**src/rtl/arb_pkg.sv**
```systemverilog
package arb_pkg;
   localparam int unsigned MAX_LEVELS = 32;
   localparam int unsigned MAX_SLOTS  = 64;

   // isolate lowest set bit of a vector of at most MAX_LEVELS bits
   function automatic logic [MAX_LEVELS-1:0] lowest_one(input logic [MAX_LEVELS-1:0] v);
      return v & (~v + 1'b1);
   endfunction
endpackage

```
**src/rtl/chain_cell.sv**
```systemverilog
module chain_cell (
   input  logic grant_in,
   input  logic want,
   input  logic fitted,
   output logic taken,
   output logic grant_out
);
   // absent slot: neither keeps nor forwards the grant
   assign taken     = grant_in & fitted & want;
   assign grant_out = grant_in & fitted & ~want;
endmodule

```
**src/rtl/grant_chain.sv**
```systemverilog
module grant_chain #(
   parameter int unsigned SLOTS = 4
) (
   input  logic             grant_in,
   input  logic [SLOTS-1:0] want,
   input  logic [SLOTS-1:0] fitted,
   output logic [SLOTS-1:0] granted,
   output logic             req_line
);
   logic [SLOTS:0] ripple;

   assign ripple[0] = grant_in;

   for (genvar s = 0; s < SLOTS; s++) begin : g_cell
      chain_cell u_cell (
         .grant_in (ripple[s]),
         .want     (want[s]),
         .fitted   (fitted[s]),
         .taken    (granted[s]),
         .grant_out(ripple[s+1])
      );
   end

   // shared wired-OR request, only fitted devices can pull it
   assign req_line = |(want & fitted);
endmodule

```
**src/rtl/level_arbiter.sv**
```systemverilog
module level_arbiter #(
   parameter int unsigned LEVELS = 3
) (
   input  logic              clk,
   input  logic              rst_n,
   input  logic [LEVELS-1:0] req_line,
   input  logic              hold_off,
   output logic [LEVELS-1:0] level_grant
);
   localparam int unsigned PW = arb_pkg::MAX_LEVELS;

   logic [LEVELS-1:0] req_q;
   logic [LEVELS-1:0] sel_q;
   logic [LEVELS-1:0] pick;
   logic [PW-1:0]     req_wide;
   logic [PW-1:0]     pick_wide;
   logic              owner_gone;

   assign req_wide   = PW'(req_q);
   assign pick_wide  = arb_pkg::lowest_one(req_wide);
   assign pick       = pick_wide[LEVELS-1:0];
   assign owner_gone = (sel_q & req_q) == '0;

   always_ff @(posedge clk) begin
      if (!rst_n) begin
         req_q <= '0;
         sel_q <= '0;
      end else begin
         req_q <= req_line;
         if (|sel_q) begin
            if (owner_gone) sel_q <= '0;
         end else if (!hold_off && |req_q) begin
            sel_q <= pick;
         end
      end
   end

   assign level_grant = sel_q;


   one_level_chk: assert property (@(posedge clk) disable iff (!rst_n)
      $onehot0(sel_q));


   lock_block_chk: assert property (@(posedge clk) disable iff (!rst_n)
      $rose(|sel_q) |-> !$past(hold_off));


   hold_grant_chk: assert property (@(posedge clk) disable iff (!rst_n)
      (|(sel_q & req_q)) |=> (sel_q == $past(sel_q)));


   release_gap_chk: assert property (@(posedge clk) disable iff (!rst_n)
      ((|sel_q) && ((sel_q & req_q) == '0)) |=> (sel_q == '0));


   top_prio_chk: assert property (@(posedge clk) disable iff (!rst_n)
      $rose(|sel_q) |-> (((sel_q - 1'b1) & $past(req_q)) == '0));
endmodule

```
**src/rtl/prio_chain_arbiter.sv**
```systemverilog
module prio_chain_arbiter #(
   parameter int unsigned LEVELS = 3,
   parameter int unsigned SLOTS  = 4
) (
   input  logic                     clk,
   input  logic                     rst_n,
   input  logic [LEVELS*SLOTS-1:0]  dev_want,
   input  logic [LEVELS*SLOTS-1:0]  slot_fitted,
   input  logic                     master_locked,
   output logic [LEVELS*SLOTS-1:0]  dev_granted,
   output logic [LEVELS-1:0]        level_granted
);
   localparam int unsigned NDEV = LEVELS * SLOTS;

   if (LEVELS < 1 || LEVELS > arb_pkg::MAX_LEVELS) begin : g_bad_levels
      $error("LEVELS out of range");
   end
   if (SLOTS < 1 || SLOTS > arb_pkg::MAX_SLOTS) begin : g_bad_slots
      $error("SLOTS out of range");
   end

   logic [LEVELS-1:0] req_lines;

   level_arbiter #(.LEVELS(LEVELS)) u_arb (
      .clk        (clk),
      .rst_n      (rst_n),
      .req_line   (req_lines),
      .hold_off   (master_locked),
      .level_grant(level_granted)
   );

   for (genvar l = 0; l < LEVELS; l++) begin : g_level
      grant_chain #(.SLOTS(SLOTS)) u_chain (
         .grant_in(level_granted[l]),
         .want    (dev_want[l*SLOTS +: SLOTS]),
         .fitted  (slot_fitted[l*SLOTS +: SLOTS]),
         .granted (dev_granted[l*SLOTS +: SLOTS]),
         .req_line(req_lines[l])
      );


      lvl_owner_chk: assert property (@(posedge clk) disable iff (!rst_n)
         (|dev_granted[l*SLOTS +: SLOTS]) |-> level_granted[l]);
   end


   one_dev_chk: assert property (@(posedge clk) disable iff (!rst_n)
      $onehot0(dev_granted));


   unfitted_chk: assert property (@(posedge clk) disable iff (!rst_n)
      (dev_granted & ~slot_fitted) == NDEV'(0));
endmodule

```
**config.mk**
```make
export PLATFORM = sky130hd
export DESIGN_NAME = prio_chain_arbiter
export DESIGN_NICKNAME = d
export VERILOG_FILES = /design/src/rtl/arb_pkg.sv /design/src/rtl/chain_cell.sv /design/src/rtl/grant_chain.sv /design/src/rtl/level_arbiter.sv /design/src/rtl/prio_chain_arbiter.sv
export SDC_FILE = /design/constraint.sdc
export NUM_CORES = 1
export LEC_CHECK = 0
export BUFFER_PORTS_ARGS = -buffer_cell sky130_fd_sc_hd__buf_2
export CORE_MARGIN = 10
export CORE_UTILIZATION = 33
export CTS_CLUSTER_DIAMETER = 200
export DETAILED_ROUTE_END_ITERATION = 7
export PLACE_DENSITY = 0.69
export SLEW_MARGIN = 20
export SYNTH_ARGS = -nofsm -noshare
export SYNTH_HDL_FRONTEND = slang
export SYNTH_SLANG_ARGS = --single-unit
```
**constraint.sdc**
```tcl
create_clock -name clk -period 1.4 [get_ports clk]
set_clock_uncertainty 0.2 [all_clocks]
set_input_delay 0.28 -clock clk [delete_from_list [all_inputs] [get_ports clk]]
set_output_delay 0.28 -clock clk [all_outputs]
set_load 0.01 [all_outputs]
```
==> results of run 1 <==
[flip-flops by register name (all words and copies together) (netlist names)]
signal,count
u_arb.req_q,3
u_arb.level_grant,3
[worst max-delay path by stage]
stage	from	to	slack, ps
finish	u_arb.level_grant[0]$_SDFFE_PN0P_	dev_granted[3]	-240
floorplan	u_arb.level_grant[1]$_SDFFE_PN0P_	dev_granted[7]	-10
CTS	u_arb.level_grant[0]$_SDFFE_PN0P_	dev_granted[3]	-240
global placement	dev_want[0]	dev_granted[3]	-140
global route	u_arb.level_grant[2]$_SDFFE_PN0P_	dev_granted[11]	-310
detailed placement	dev_want[4]	dev_granted[7]	-150
[cells by family (layout without fill, tap and decap cells)]
| family | Yosys count | count (layout) | synth area share |
|---|---|---|---|
| DFF | 6 | 6 | 0.238 |
| AOI/OAI and AO/OA | 10 | 10 | 0.141 |
| buffers and inverters | 21 | 61 | 0.267 |
| and+or+nand+nor | 31 | 31 | 0.354 |
[cell usage in the layout (no fill, tap or decap)]
master    instances
nand4b_1          1
dfxtp_2           3
clkbuf_4          3
nand2_1           9
inv_1             6
nand3_1           1
and4b_1           3
a222oi_1          1
a31oi_1           3
o21ai_1           1
dfxtp_1           3
and2_1            3
and3_4            3
o22ai_1           1
nor3_2            4
buf_2            37
buf_4             8
a22oi_1           3
buf_6             7
nand3b_1          3
o32ai_1           1
nor2_1            4
[repair_timing]
| item | CTS | global route |
|---|---|---|
| setup buffers | 1 | 3 |
| pin swaps | 12 | 3 |
| hold buffers | 0 | 0 |
| endpoints found under the setup margin | 12 | 16 |
| resized for setup | 8 | 6 |
| endpoints found under the hold margin | 0 | 0 |
[per-stage QoR]
step | util | worst slack [ps] | total power [W] | hold WS (ps) | cells
6_report | 0.538 | -237 | 0.000470 | 107 | 124
5_1_grt | 0.538 | -314 | 0.000503 | 123 | 124
4_1_cts | 0.510 | -240 | 0.000465 | 108 | 122
3_5_place_dp | 0.463 | -146 | 0.000296 | 258 | 118
3_3_place_gp | 0.463 | -135 | 0.000294 | 250 | 118
2_1_floorplan | - | -9.90 | 0.000231 | 212 | 68
[where the power goes]
group,switching (W),internal [W]
Sequential,0.00000640,0.000182
Clock,0.0000646,0.0000971
Combinational,0.0000517,0.0000679
Total,0.000123,0.000347
[area by class of cell]
cell class / count / share of cell area
repair buffers: 52 / 0.409
multi-input cells: 41 / 0.352
flip-flops and latches: 6 / 0.156
clock buffers: 3 / 0.0284
inverters: 6 / 0.0284
well taps: 16 / 0.0253
[worst max-delay path, delay by kind of cell (launching register included)]
kind	cells	cell delay [ps]
buffers and inverters	1	150
DFF	1	320
and+or+nand+nor	3	440
[metal layers]
metal	vias to the layer above	track usage	wire [µm]
met4	0	0.0492	33
li1	305	-	-
met2	25	0.152	837
met5	-	0	0
met3	5	0.0408	116
met1	254	0.0948	633
==> results by group, run 1 <==
Critical path
  – Crit path max fanout: 2
  – FF-to-FF End: u_arb.level_grant[1]$_SDFFE_PN0P_
  – Setup CP Type: reg -> out
  – CP Data Arrival Time: 1160 ps
  – Critical Path RT: 920 ps
  – Crit path max-delay cell type: dfxtp_2
  – CP peak stage delay: 320 ps
  – R2r setup slk: -70 ps
  – RR Startpoint: u_arb.level_grant[0]$_SDFFE_PN0P_
  – Crit. End Element: output port
  – Worst path cell trace: and4b_1 -> nand3b_1 -> nor3_2 -> buf_2
  – Setup crit start kind: flip-flop
  – R2R depth: 6

Drt
  – Vias per Instance: 4.75
  – DRT Wirelength: 1.62 mm
  – Drt first pass iters: 4
  – Via Count: 589
  – 1st-iter DRT viols: 6
  – Routed wire length per instance: 13.1 µm
  – Drc violations: 0
  – Detail Route Antenna Nets: 0

Placement
  – Final HPWL DP: 1.29 mm
  – Placed Area: 682 µm²
  – Port bufs: 41
  – Placer Congestion: 0.657

Synthesis
  – Primary FF master, synth: dfxtp_1
  – Yosys warns: 0
  – Async SR Flop Fraction: 0
  – Number of synthesized flops with an enable pin: 0
  – Yosys cell types: 20
  – Post-Syn Nets: 95
  – Synth top area cells: dfxtp_1 (24%), buf_4 (22%), nand2_1 (6.7%)
  – Synth Register Bits: 6
  – Post-Syn Area: 505 µm²
  – Yosys top cell by area: dfxtp_1
  – Synthesized area per cell: 7.43 µm²
  – Synth Instances: 68
  – Most frequent cell after synthesis: buf_4
  – Top-area cell type share of the netlist area: 0.238
  – Top cells by count, synth: buf_4 (15), nand2_1 (9), dfxtp_1 (6), inv_1 (6), nor2_1 (4)
  – Post-synthesis sequential area ratio: 0.238

Layout
  – Fraction of layout cells with a size suffix above 1: 0.602
  – Area growth from synthesis to layout: 56.7%
  – Area of the multi-input gates: 279 µm²
  – Storage cell area: 124 µm²
  – ANT cells: 0
  – Nets: 137
  – Final instance area: 792 µm²
  – Fillers: 160

Die
  – I/O pin cnt: 42
  – Placeable Area: 1470 µm²
  – Cell Rows: 14
  – Area of the die: 3500 µm²
  – Die width: 59.1 µm
  – Initial core utilization: 0.344
  – Die Ht: 59.1 µm

Clock tree
  – H-Tree Depth: 1
  – Worst-path clk slew: 40 ps
  – Sink Count: 6
  – CTS Root Cell: clkbuf_4
  – CTS max path bufs: 2
  – CTS Buf Count: 3
  – CTS tree: yes
  – Later-pin clock latency in the skew report: 250 ps

Global route
  – Maximum number of pins on one net before global-route repair: 7
  – Vias in the first global route: 647
  – Overall Global Routing Usage: 0.0917
  – Initial antenna violation count: 0
  – First-pass GRT wire length: 2.58 mm
  – Gr ovfl total: 0

Timing
  – Worst-margin pin slew: 265 ps
  – Period minus WS final: 1640 ps
  – Post-route setup TNS: -1940 ps
  – Final WS setup: -237 ps
  – Period utilization: 1.17
  – Final Hold Vio Count: 0
  – FMAX: 611 MHz
  – Slew Limit Fails: 0
  – Max transition margin: 0.823
  – RSZ-0062 raised after global routing: true
  – # setup viols final: 15

Power
  – Leak: 0.430 nW
  – VDD IR max: 0.000309 V
  – PD cells: 593 nW/µm²

Run status
  – Violated checks: negative setup slack
  – Status: complete, but fails checks

Flow run
  – Max_cap viols: 0

Min path
  – WHS Endpoint: u_arb.req_q[1]$_SDFF_PN0_
  – Hold Path Depth: 3
  – Hold WC Path Type: in -> reg
  – Hold wc startpoint: slot_fitted[5]
Note: power is estimated with default switching activity, not from simulation.
==> run 2, diff against run 1 <==
--- a/config.mk
+++ b/config.mk
@@ -5,12 +5,12 @@
 export SDC_FILE = /design/constraint.sdc
 export NUM_CORES = 1
 export LEC_CHECK = 0
-export BUFFER_PORTS_ARGS = -buffer_cell sky130_fd_sc_hd__buf_2
-export CORE_MARGIN = 10
-export CORE_UTILIZATION = 33
+export CORE_AREA = 10 10 47 49
 export CTS_CLUSTER_DIAMETER = 200
 export DETAILED_ROUTE_END_ITERATION = 7
-export PLACE_DENSITY = 0.69
+export DIE_AREA = 0 0 57 59
+export DONT_BUFFER_PORTS = 1
+export PLACE_DENSITY = 0.5
 export SLEW_MARGIN = 20
 export SYNTH_ARGS = -nofsm -noshare
 export SYNTH_HDL_FRONTEND = slang
==> run 2 against run 1 <==
  * Combinational power fell by 47%
  * Cell area down 23%
  * Global-route usage is 1.3 points lower
  * Via count down 24%
  * Non-clock buffer count fell by 38
  * Sequential share of layout area increased by 4.6 points
  * The flow still finishes with violations (negative setup slack)
  * Cell count fell by 31%
==> results by group, run 2 (same netlist as run 1, synthesis figures left out) <==
Run status
  – Status: complete, but fails checks
  – Violated checks: negative setup slack

Drt
  – Vias per Instance: 5.22
  – Drc violations: 0
  – Detail Route Antenna Nets: 0
  – Via Count: 449
  – Routed wire length per instance: 16.2 µm
  – 1st-iter DRT viols: 6
  – DRT Wirelength: 1.40 mm
  – Drt first pass iters: 4

Timing
  – Slew Limit Fails: 0
  – Period minus WS final: 1690 ps
  – Period utilization: 1.21
  – FMAX: 590 MHz
  – RSZ-0062 raised after global routing: true
  – Post-route setup TNS: -1770 ps
  – Max transition margin: 0.694
  – Final WS setup: -294 ps
  – Final Hold Vio Count: 0
  – Final hold slack: 7.63 ps
  – # setup viols final: 14
  – Worst-margin pin slew: 460 ps

Placement
  – Placer Congestion: 0.674
  – Final HPWL DP: 1.17 mm
  – Port bufs: 0
  – Cells after DPL: 77

Layout
  – ANT cells: 0
  – Area growth from synthesis to layout: 21.3%
  – Nets: 99
  – Post-layout util: 0.438
  – Fillers: 156
  – Final non-filler cell total: 86
  – Most frequent cells in the layout: nand2_1 (9), buf_4 (7), inv_1 (6)
  – Commonest non-fill, non-tap cell in the layout: nand2_1
  – Fraction of layout cells with a size suffix above 1: 0.414

Critical path
  – Setup crit start kind: flip-flop
  – R2r setup slk: -40 ps
  – RR Startpoint: u_arb.level_grant[1]$_SDFFE_PN0P_
  – FF-to-FF End: u_arb.level_grant[2]$_SDFFE_PN0P_
  – R2R depth: 4
  – Crit path max-delay cell type: dfxtp_2
  – Setup CP Type: reg -> out
  – Crit path max fanout: 2
  – CP Data Arrival Time: 1210 ps
  – Critical Path RT: 920 ps
  – Crit. End Element: output port
  – Worst path cell trace: and4b_1 -> nand3b_1 -> nor3_2 -> buf_4
  – CP peak stage delay: 320 ps

Power
  – Psw: 0.0000968 W
  – Register share of total power: 0.459
  – Combinational Power Share: 0.155
  – Switching part of the total power: 0.236
  – Total design power: 0.000410 W
  – Cell internal pwr: 0.000314 W
  – Power share of the clock group: 0.386
  – Leak: 0.258 nW
  – VDD IR max: 0.000305 V
  – PD cells: 670 nW/µm²

Clock tree
  – CTS Buf Count: 3
  – CTS tree: yes
  – CTS Root Cell: clkbuf_4
  – H-Tree Depth: 1
  – CTS max path bufs: 2
  – Sink Count: 6
  – Later-pin clock latency in the skew report: 240 ps
  – Worst-path clk slew: 50 ps

Global route
  – Vias in the first global route: 493
  – Maximum number of pins on one net before global-route repair: 7
  – Overall Global Routing Usage: 0.0788
  – First-pass GRT wire length: 2.24 mm
  – Gr ovfl total: 0
  – Initial antenna violation count: 0

Die
  – Initial core utilization: 0.361
  – Die width: 57 µm
  – Cell Rows: 14
  – Die Ht: 59 µm
  – Area of the die: 3360 µm²
  – I/O pin cnt: 42
  – Placeable Area: 1400 µm²

Min path
  – WHS Endpoint: u_arb.req_q[0]$_SDFF_PN0_
  – Hold wc startpoint: slot_fitted[0]
  – Hold Path Depth: 2
  – Hold WC Path Type: in -> reg

Flow run
  – Max_cap viols: 0
-- run 2: cell types whose count changed in the layout (fill, tap and decap cells not counted) --
cell and change:
and2_1 -2, and2_4 +2, buf_2 -37, buf_4 -1, buf_6 -3, dlygate4sd3_1 +3, nor2_1 -3, nor2_2 +2
nor2_4 +1
-- run 2: metal layers --
| layer | part of all wire | wire length (µm) | global-route usage | vias up |
|---|---|---|---|---|
| met5 | 0 | 0 | 0 | - |
| met4 | 0.010 | 14 | 0.0403 | 0 |
| met3 | 0.14 | 189 | 0.0408 | 2 |
| met2 | 0.47 | 659 | 0.124 | 26 |
| met1 | 0.38 | 533 | 0.0847 | 191 |
| li1 | - | - | - | 230 |
-- run 2: final cells by class --
class                           count  area, µm²  area share
Timing Repair Buffer               14        128       0.208
Clock buffer                        3       22.5      0.0367
Tap cell                           16       20.0      0.0327
Multi-Input combinational cell     41        297       0.484
Inverter                            6       22.5      0.0367
Sequential cell                     6        124       0.202
-- run 2: worst max-delay path by stage --
stage                     cells past startpoint  slack (ps)         endpoint                              start
after global routing                          4        -390   dev_granted[3]  u_arb.level_grant[0]$_SDFFE_PN0P_
after global placement                        4         -30   dev_granted[7]                        dev_want[4]
after floorplan                               4         -10   dev_granted[7]  u_arb.level_grant[1]$_SDFFE_PN0P_
after detailed placement                      4         -40  dev_granted[11]                        dev_want[8]
final                                         4        -290  dev_granted[11]  u_arb.level_grant[2]$_SDFFE_PN0P_
after CTS                                     4        -290   dev_granted[7]  u_arb.level_grant[1]$_SDFFE_PN0P_
-- run 2: through the flow --
stage | cell area, µm² | setup WS (ps)
floorplan | 509 | -9.90
global placement | 477 | -32.6
detailed placement | 477 | -43.7
CTS | 591 | -295
global route | 613 | -394
finish | 613 | -294
-- run 2: timing repair --
item                                   CTS  global route
endpoints found under the hold margin    4             0
hold buffers                             3             0
setup endpoints to repair               12            16
buffers inserted                         2             2
pin swaps                                8             5
gates resized for setup                 11             6
-- run 2: critical path, delay by kind of cell, from the launching register on --
family | cells | cell delay, ps
flip-flops | 1 | 320
AND/OR/NAND/NOR | 3 | 510
buffers and inverters | 1 | 140
-- run 2: power by group through the flow --
stage	logic [W]	registers (W)	clock network, W
after CTS	0.0000629	0.000188	0.000164
after global placement	0.0000481	0.000191	0
after floorplan	0.0000386	0.000192	0
after detailed placement	0.0000482	0.000191	0
final	0.0000635	0.000188	0.000159
after global routing	0.0000715	0.000190	0.000180
==> run 3, diff against run 2 <==
--- a/config.mk
+++ b/config.mk
@@ -5,12 +5,14 @@
 export SDC_FILE = /design/constraint.sdc
 export NUM_CORES = 1
 export LEC_CHECK = 0
+export ABC_AREA = 1
 export CORE_AREA = 10 10 47 49
 export CTS_CLUSTER_DIAMETER = 200
 export DETAILED_ROUTE_END_ITERATION = 7
 export DIE_AREA = 0 0 57 59
 export DONT_BUFFER_PORTS = 1
-export PLACE_DENSITY = 0.5
+export PLACE_DENSITY = 0.55
+export SETUP_SLACK_MARGIN = 0.1
 export SLEW_MARGIN = 20
 export SYNTH_ARGS = -nofsm -noshare
 export SYNTH_HDL_FRONTEND = slang
==> run 3 against run 2 <==
  * The flow still finishes with violations (negative setup slack)
  * Combinational power grew to 3.0 times the previous value
  * Clock-buffer cell count unchanged
  * Cell area rose by 34%
  * Critical path depth grew 1
  * Die area is the same
  * Total power grew 37%
  * Sequential cell count stayed put
  * Utilization increased by 15 points
==> results by group, run 3 <==
Placement
  – Placed Area: 553 µm²
  – Placer Congestion: 0.783
  – Cells after DPL: 101
  – Port bufs: 0
  – Final HPWL DP: 1.35 mm

Global route
  – Vias in the first global route: 596
  – Overall Global Routing Usage: 0.0954
  – Initial antenna violation count: 0
  – First-pass GRT wire length: 2.53 mm
  – Met2 Use GR: 0.161
  – GR Util met3: 0.0687
  – Maximum number of pins on one net before global-route repair: 6
  – Busiest grt layer: met2
  – Gr ovfl total: 0
  – M1 GR Usage: 0.0791

Critical path
  – Worst path cell trace: inv_2 -> nor2_2 -> nand3_2 -> nor4_2 -> buf_4
  – Delay-heaviest family, CP: simple AND/OR/NAND/NOR gates
  – Critical Path RT: 920 ps
  – Crit. End Element: output port
  – Buf/Inv on CP: 2
  – CP peak stage delay: 330 ps
  – CP Data Arrival Time: 1150 ps
  – Setup CP Type: reg -> out
  – Setup crit start kind: flip-flop
  – Crit path max-delay cell type: dfxtp_2
  – Crit path max fanout: 3

Synthesis
  – Yosys cell types: 19
  – Primary FF master, synth: dfxtp_1
  – Yosys warns: 0
  – Synth Instances: 90
  – Post-Syn Area: 567 µm²
  – Synth top area cells: dfxtp_1 (21%), buf_4 (20%), nand2_1 (12%)
  – Post-synthesis sequential area ratio: 0.212
  – Top cells by count, synth: nand2_1 (18), buf_4 (15), inv_1 (14), nor2_1 (11), nand3_1 (8)
  – Synthesized area per cell: 6.30 µm²
  – Synth Register Bits: 6
  – Post-Syn Nets: 117
  – Number of synthesized flops with an enable pin: 0
  – Most frequent cell after synthesis: nand2_1
  – Top-area cell type share of the netlist area: 0.212
  – Async SR Flop Fraction: 0
  – Yosys top cell by area: dfxtp_1

Drt
  – Routed wire length per instance: 16.4 µm
  – Vias per Instance: 5.32
  – Drt first pass iters: 4
  – 1st-iter DRT viols: 6
  – DRT Wirelength: 1.83 mm
  – Drc violations: 0
  – Detail Route Antenna Nets: 0
  – Via Count: 590

Timing
  – Final WS setup: -234 ps
  – Period utilization: 1.17
  – RSZ-0062 raised after global routing: true
  – Final Hold Vio Count: 0
  – FMAX: 612 MHz
  – Slew Limit Fails: 0
  – Final hold slack: 19.4 ps
  – Max transition margin: 0.846
  – Worst-margin pin slew: 229 ps
  – Period minus WS final: 1630 ps
  – # setup viols final: 11

Layout
  – Fraction of layout cells with a size suffix above 1: 0.589
  – Nets: 124
  – Area growth from synthesis to layout: 45.5%
  – Final non-filler cell total: 111
  – Most frequent cells in the layout: nand2_1 (18), inv_1 (9), buf_4 (9)
  – Post-layout util: 0.588
  – Final instance area: 825 µm²
  – Commonest non-fill, non-tap cell in the layout: nand2_1
  – ANT cells: 0

Run status
  – Status: complete, but fails checks
  – Violated checks: negative setup slack

Die
  – Die width: 57 µm
  – Initial core utilization: 0.404
  – I/O pin cnt: 42
  – Cell Rows: 14
  – Area of the die: 3360 µm²
  – Placeable Area: 1400 µm²
  – Die Ht: 59 µm

Power
  – Leak: 0.325 nW
  – VDD IR max: 0.000348 V
  – PD cells: 681 nW/µm²

Clock tree
  – CTS Buf Count: 3
  – H-Tree Depth: 1
  – Worst-path clk slew: 50 ps
  – CTS max path bufs: 2
  – Later-pin clock latency in the skew report: 250 ps
  – CTS tree: yes
  – CTS Root Cell: clkbuf_4
  – Sink Count: 6

Flow run
  – Max_cap viols: 0

Min path
  – Hold WC Path Type: in -> reg
run 3: repair_timing:
action	CTS	global route
hold endpoints to repair	1	0
pin swaps	7	14
setup buffers	4	3
gates resized for setup	23	27
cloned	0	0
endpoints found under the setup margin	13	16
hold buffers	1	0
run 3: per-layer routing:
metal | part of all wire | routed length [µm] | vias to the layer above
li1 | - | - | 286
met1 | 0.34 | 616 | 271
met2 | 0.51 | 935 | 31
met3 | 0.14 | 255 | 2
met4 | 0.0099 | 18 | 0
met5 | 0 | 0 | -
run 3: layout make-up:
cell class / instances / area, µm²
inverter: 14 / 60.1
tap: 16 / 20.0
timing repair buffer: 17 / 160
multi-input combinational: 55 / 438
clock buffer: 3 / 22.5
fill: 151 / 577
sequential: 6 / 124
run 3: through the flow:
| stage | setup slack, ps | TNS (ps) | power, W |
|---|---|---|---|
| global placement | 22.2 | 0 | 0.000308 |
| CTS | -250 | -1630 | 0.000508 |
| global route | -345 | -2270 | 0.000598 |
| floorplan | 45.9 | 0 | 0.000289 |
| detailed placement | 10.5 | 0 | 0.000310 |
| finish | -234 | -1520 | 0.000562 |
run 3: final timing paths:
path | slack (ps) | startpoint | cells after the start | endpoint
hold / removal | 20 | master_locked | 3 | u_arb.level_grant[1]$_SDFFE_PN0P_
hold reg to reg | 320 | u_arb.req_q[1]$_SDFF_PN0_ | 2 | u_arb.level_grant[1]$_SDFFE_PN0P_
setup reg to reg | 60 | u_arb.level_grant[2]$_SDFFE_PN0P_ | 8 | u_arb.level_grant[0]$_SDFFE_PN0P_
setup / recovery | -230 | u_arb.level_grant[0]$_SDFFE_PN0P_ | 5 | dev_granted[3]
run 3: where the power goes:
group / switching (W) / total [W] / internal, W
Combinational: 0.000106 / 0.000193 / 0.0000871
Sequential: 0.0000114 / 0.000197 / 0.000186
Clock: 0.0000734 / 0.000171 / 0.0000977
run 3: logic make-up after synthesis:
kind of cell / share of synthesized area
AO/OA/AOI/OAI: 0.115
buffers and inverters: 0.291
flip-flops: 0.212
AND/OR/NAND/NOR: 0.382
run 3: worst register-to-register path, cell delays in order, from the launching register on:
cell     delay, ps
dfxtp_2        320
buf_6          110
buf_8          120
inv_6           60
nand3_4         90
inv_4           90
nand2_4         70
o21ai_2        120
nor2_1          60
